[src/rtl/rxq_pkg.sv]
package rxq_pkg;
  localparam int NERR = 7;
  localparam int REG_W = 8;
  // errors that may corrupt the audio payload (parity..unlock)
  localparam logic [NERR-1:0] AUDIO_ERR = 7'b001_1111;

  typedef enum logic [1:0] {
    HOLD_REPEAT = 2'b00,
    HOLD_ZERO   = 2'b01,
    HOLD_PASS   = 2'b10,
    HOLD_PASS2  = 2'b11
  } hold_e;
endpackage

[src/rtl/rxq_enable_reg.sv]
module rxq_enable_reg
  import rxq_pkg::*;
(
  input  logic             clk,
  input  logic             rst_ni,
  input  logic             wr,
  input  logic [REG_W-1:0] wdata,
  output logic [NERR-1:0]  en_q
);
  logic [NERR-1:0] en_d;

  always_comb begin
    en_d = en_q;
    if (wr) en_d = wdata[NERR-1:0];
  end

  always_ff @(posedge clk or negedge rst_ni) begin
    if (!rst_ni) en_q <= '0;
    else         en_q <= en_d;
  end

  // a write is visible on the next cycle, top bit discarded
  a_r1_enable_write: assert property (@(posedge clk) disable iff (!rst_ni)
    wr |=> en_q == $past(wdata[NERR-1:0]));
endmodule

[src/rtl/rxq_err_capture.sv]
module rxq_err_capture
  import rxq_pkg::*;
(
  input  logic            clk,
  input  logic            rst_ni,
  input  logic            frame_vld,
  input  logic [NERR-1:0] err_in,
  input  logic [NERR-1:0] en_mask,
  input  logic            rd,
  output logic [NERR-1:0] err_q,
  output logic            pin_q,
  output logic            irq,
  output logic            audio_bad
);
  logic [NERR-1:0] hit;
  logic [NERR-1:0] hit_audio;
  logic [NERR-1:0] err_d;
  logic            pin_d;

  for (genvar i = 0; i < NERR; i++) begin : g_qual
    assign hit[i]       = frame_vld & err_in[i] & en_mask[i];
    assign hit_audio[i] = hit[i] & AUDIO_ERR[i];
  end

  assign audio_bad = |hit_audio;
  assign irq       = |err_q;

  always_comb begin
    err_d = (rd ? '0 : err_q) | hit;
    pin_d = pin_q;
    if (frame_vld) pin_d = |hit;
  end

  always_ff @(posedge clk or negedge rst_ni) begin
    if (!rst_ni) begin
      err_q <= '0;
      pin_q <= 1'b0;
    end else begin
      err_q <= err_d;
      pin_q <= pin_d;
    end
  end

  // without a read, no captured bit is lost
  a_r3_sticky: assert property (@(posedge clk) disable iff (!rst_ni)
    !rd |=> (err_q & $past(err_q)) == $past(err_q));
  // newly set bits must all be enabled ones
  a_r2_suppressed: assert property (@(posedge clk) disable iff (!rst_ni)
    1'b1 |=> ((err_q & ~$past(err_q)) & ~$past(en_mask)) == '0);
  // a read with no frame empties the register
  a_r4_read_clears: assert property (@(posedge clk) disable iff (!rst_ni)
    (rd && !frame_vld) |=> err_q == '0);
  // pin only moves after a frame strobe
  a_r11_pin_quiet: assert property (@(posedge clk) disable iff (!rst_ni)
    !frame_vld |=> $stable(pin_q));
  // interrupt rises only after a frame
  a_r6_irq_source: assert property (@(posedge clk) disable iff (!rst_ni)
    $rose(irq) |-> $past(frame_vld));
endmodule

[src/rtl/rxq_sample_sub.sv]
module rxq_sample_sub
  import rxq_pkg::*;
#(
  parameter int SMP_W = 24
) (
  input  logic             clk,
  input  logic             rst_ni,
  input  logic             frame_vld,
  input  logic             audio_bad,
  input  logic [1:0]       hold_mode,
  input  logic [SMP_W-1:0] smp_in,
  output logic [SMP_W-1:0] smp_q,
  output logic             vld_q
);
  logic [SMP_W-1:0] good_q, good_d, smp_d;
  logic             vld_d;
  hold_e            mode;

  assign mode = hold_e'(hold_mode);

  always_comb begin
    smp_d  = smp_q;
    good_d = good_q;
    vld_d  = frame_vld;
    if (frame_vld) begin
      if (!audio_bad) begin
        smp_d  = smp_in;
        good_d = smp_in;
      end else begin
        unique case (mode)
          HOLD_REPEAT: smp_d = good_q;
          HOLD_ZERO:   smp_d = '0;
          default:     smp_d = smp_in;
        endcase
      end
    end
  end

  always_ff @(posedge clk or negedge rst_ni) begin
    if (!rst_ni) begin
      smp_q  <= '0;
      good_q <= '0;
      vld_q  <= 1'b0;
    end else begin
      smp_q  <= smp_d;
      good_q <= good_d;
      vld_q  <= vld_d;
    end
  end

  // a frame without audio damage passes its sample one cycle later
  a_r10_clean_pass: assert property (@(posedge clk) disable iff (!rst_ni)
    (frame_vld && !audio_bad) |=> (vld_q && smp_q == $past(smp_in)));
  // zero policy silences damaged frames
  a_r8_zero_fill: assert property (@(posedge clk) disable iff (!rst_ni)
    (frame_vld && audio_bad && hold_mode == 2'b01) |=> smp_q == '0);
  // output only changes on a frame
  a_r12_hold_between: assert property (@(posedge clk) disable iff (!rst_ni)
    !frame_vld |=> ($stable(smp_q) && !vld_q));
endmodule

[src/rtl/rx_err_qualify.sv]
module rx_err_qualify
  import rxq_pkg::*;
#(
  parameter int SMP_W = 24
) (
  input  logic             clk,
  input  logic             rst_n,
  input  logic             en_wr,
  input  logic [7:0]       en_wdata,
  output logic [7:0]       en_rdata,
  input  logic             err_rd,
  output logic [7:0]       err_rdata,
  input  logic             frame_vld,
  input  logic [6:0]       err_in,
  input  logic [1:0]       hold_mode,
  input  logic [SMP_W-1:0] smp_in,
  output logic [SMP_W-1:0] smp_out,
  output logic             smp_out_vld,
  output logic             err_pin,
  output logic             irq
);
  localparam int PAD_W = REG_W - NERR;

  logic [1:0]      rst_sync_q;
  logic            rst_ni;
  logic [NERR-1:0] en_mask;
  logic [NERR-1:0] err_q;
  logic            audio_bad;

  // asynchronous assertion, synchronous release
  always_ff @(posedge clk or negedge rst_n) begin
    if (!rst_n) rst_sync_q <= 2'b00;
    else        rst_sync_q <= {rst_sync_q[0], 1'b1};
  end
  assign rst_ni = rst_sync_q[1];

  rxq_enable_reg u_en (
    .clk    (clk),
    .rst_ni (rst_ni),
    .wr     (en_wr),
    .wdata  (en_wdata),
    .en_q   (en_mask)
  );

  rxq_err_capture u_cap (
    .clk       (clk),
    .rst_ni    (rst_ni),
    .frame_vld (frame_vld),
    .err_in    (err_in),
    .en_mask   (en_mask),
    .rd        (err_rd),
    .err_q     (err_q),
    .pin_q     (err_pin),
    .irq       (irq),
    .audio_bad (audio_bad)
  );

  rxq_sample_sub #(.SMP_W(SMP_W)) u_sub (
    .clk       (clk),
    .rst_ni    (rst_ni),
    .frame_vld (frame_vld),
    .audio_bad (audio_bad),
    .hold_mode (hold_mode),
    .smp_in    (smp_in),
    .smp_q     (smp_out),
    .vld_q     (smp_out_vld)
  );

  assign en_rdata  = {{PAD_W{1'b0}}, en_mask};
  assign err_rdata = {{PAD_W{1'b0}}, err_q};

  // pin follows the enabled errors of the last frame
  a_r5_pin_frame: assert property (@(posedge clk) disable iff (!rst_ni)
    frame_vld |=> err_pin == |($past(err_in & en_mask)));
endmodule

[config.mk]
export PLATFORM = sky130hd
export DESIGN_NAME = rx_err_qualify
export DESIGN_NICKNAME = d
export VERILOG_FILES = /design/src/rtl/rxq_pkg.sv /design/src/rtl/rxq_enable_reg.sv /design/src/rtl/rxq_err_capture.sv /design/src/rtl/rxq_sample_sub.sv /design/src/rtl/rx_err_qualify.sv
export SDC_FILE = /design/constraint.sdc
export NUM_CORES = 1
export LEC_CHECK = 0
export BUFFER_PORTS_ARGS = -buffer_cell sky130_fd_sc_hd__clkbuf_2
export CORE_MARGIN = 2
export CORE_UTILIZATION = 33
export DETAILED_ROUTE_END_ITERATION = 10
export PLACE_DENSITY_LB_ADDON = 0.25
export SLEW_MARGIN = 20
export SYNTH_ARGS = -nofsm -noshare
export SYNTH_HDL_FRONTEND = slang
export SYNTH_HIERARCHICAL = 1
export SYNTH_SLANG_ARGS = --single-unit
[constraint.sdc]
create_clock -name clk -period 3.9 [get_ports clk]
set_input_delay 0.585 -clock clk [delete_from_list [all_inputs] [get_ports clk]]
set_output_delay 0.585 -clock clk [all_outputs]
set_load 0.1 [all_outputs]
==> qor.yml <==
timing:
  skew_ns: 0.00507
  rsz0062_at_grt: "false"
  timing.final.hold_violations: 0
  slew_headroom: 0.603
  finalCritPeriodShare: 0.634
  finalMaxSlewViolations: 0
  fin_crit_ns: 2.47
  setup_violations: 0
  worst_slew_pin_slew_ns: 0.592
  fmax_ghz: 0.404
  tns_ns: 0
clocking:
  cts-root-buf: "clkbuf_8"
  cts-buffers-inserted: 9
  cts_buffer_depth: 2
  cts_sinks: 66
  cts_tree: "yes"
  insertion_delay_ns: 0.33
  cts_setup_buffers: 0
  path_clk_slew_ns: 0.07
  htreeDepth: 3
yosys:
  avgSynthCellArea_um2: 14.6
  synth_edf_count: 0
  synth_seq_cells: 66
  synthArstFlopShare: 1.00
  synth_top_area_cell: "dfrtp_1"
  ys_seq_area_frac: 0.576
  synth_area_um2: 2870
  yosysUniqueCellTypes: 26
  synth_cells: 196
  yosysWarningCount: 6
  synth_common_cells: "dfrtp_1 (66), mux2_4 (27), a221o_1 (24)"
  yosysMostFrequentCell: "dfrtp_1"
  synth_top_area_frac: 0.576
  synthTopCellsByArea: "dfrtp_1 (58%), mux2_4 (14%), a221o_1 (8.4%)"
  synth-main-ff-cell: "dfrtp_1"
floorplan:
  die_w_um: 97.2
  row_count: 34
  start_util: 0.335
  ios: 89
  die_h_um: 97.2
  coreArea_um2: 8550
  die_area_um2: 9450
grt:
  grt_pass1_wl_um: 10000
  grt_pass1_vias: 1909
  antenna_found_initial: 0
  grt_usage: 0.137
  grt_overflow: 0
  grt_max_degree: 41
detailed_routing:
  drc: 0
  vias: 1887
  ant_nets: 0
  wire_per_inst_um: 15.5
  wl_um: 6170
  first_iter_violations: 86
  vias_per_cell: 4.74
  dr.pass1.iters: 4
cells_and_area:
  nets: 332
  syn2layout_area_growth_pct: 23.1
  drive_gt1_frac: 0.483
  diodes: 0
  finalNonFillerCells: 398
setup_path:
  cp-start-kind: "flip-flop"
  worstPathMaxFanout: 18
  endpoint_kind: "flip-flop"
  path_class: "flip-flop to flip-flop"
  cp.arrival_ns: 2.69
  required_ns: 4.11
pwr:
  peakVddDrop_uv: 256
  p_per_area_nw_per_um2: 574
  power_leakage_nw: 1.75
place:
  place_inst: 382
  dp_hpwl_um: 4140
  gp_congestion: 0.798
  port_buffers: 85
min_path:
  hold_path.class: "flip-flop to asynchronous set/reset pin"
job:
  drv_cap: 0
run_status:
  status: "complete, no violations"
layer usage:
| metal | vias up | routed length (um) | global-route usage |
|---|---|---|---|
| li1 | 887 | - | - |
| met1 | 936 | 2960 | 0.189 |
| met2 | 57 | 2780 | 0.197 |
| met3 | 7 | 318 | 0.0453 |
| met4 | 0 | 115 | 0.0596 |
| met5 | - | 0 | 0 |
where the power goes:
group          internal (mW)  total, mW  switching, mW  leakage [nW]
clock                  0.308      0.553          0.245        0.0962
sequential             0.776      0.834         0.0583         0.793
combinational          0.166      0.637          0.471         0.858
total                   1.25       2.02          0.775          1.75
placed cells by master (no fill, tap or decap), types with 2 or more instances in the layout:
cell / count
nor2b_1: 20
and2b_1: 5
dfrtp_1: 65
clkinv_2: 2
clkbuf_1: 2
a21boi_0: 2
conb_1: 3
a221o_1: 24
mux2_4: 27
o21ai_0: 7
nand3_1: 7
inv_1: 8
mux2_2: 4
clkbuf_2: 85
buf_4: 6
clkbuf_8: 10
registers in the layout (all words and copies together) (netlist names):
register      count
u_sub/good_q     24
u_sub/smp_q      24
u_cap/err_q       7
u_en/en_q         7
rst_sync_q        2
u_cap/pin_q       1
u_sub/vld_q       1
worst paths after layout:
kind / start / endpoint / slack (ns) / cells after the start
max: u_en/en_q[2] / u_sub/good_q[15] / 1.43 / 6
max reg2reg: u_en/en_q[2] / u_sub/good_q[15] / 1.43 / 6
min: rst_sync_q[1] / u_sub/good_q[2] / 0.26 / 0
min in group clk: rst_sync_q[0] / rst_sync_q[1] / 0.36 / 0
min reg2reg: rst_sync_q[1] / u_sub/good_q[2] / 0.26 / 0
max in group asynchronous: rst_sync_q[1] / u_sub/smp_q[20] / 2.72 / 1
timing repair:
item	CTS	global route
endpoints found under the hold margin	0	2
hold buffers	0	1
gates resized for setup	0	0
final cells by class:
cell class	count	area, um^2
fill	832	5020
multi-input combinational	109	1040
clock buffer	12	145
clock inverter	3	40.0
tap	108	135
sequential	66	1650
timing repair buffer	92	480
inverter	8	30.0
cell families (layout without fill, tap and decap cells):
logic type,after synthesis,after routing,share of synthesized area
AND/OR/NAND/NOR,37,37,0.0847
AO/OA/AOI/OAI,38,38,0.119
multiplexers,31,31,0.157
buffers and inverters,22,115,0.0607
flip-flops,66,66,0.576
other,2,3,0.00262
per-stage QoR:
stage | hold WS, ns | utilization | instance area, um^2 | worst slack (ns) | total power [mW]
floorplan | 0.289 | - | 2870 | 1.27 | 1.37
global placement | 0.277 | 0.390 | 3330 | 1.17 | 1.48
detailed placement | 0.281 | 0.390 | 3330 | 1.18 | 1.49
CTS | 0.00147 | 0.411 | 3520 | 1.42 | 2.05
global route | 0.312 | 0.413 | 3530 | 1.28 | 2.11
finish | 0.259 | 0.413 | 3530 | 1.43 | 2.02
worst max-delay path, cell delays in order, from the launching register on:
cell and delay (ns):
dfrtp_1 0.41, a22o_2 0.27, a221oi_2 0.22, a21boi_0 0.21
and2b_1 0.46, buf_4 0.41, mux2_4 0.34
No activity file was read; power rests on OpenSTA's default activity.
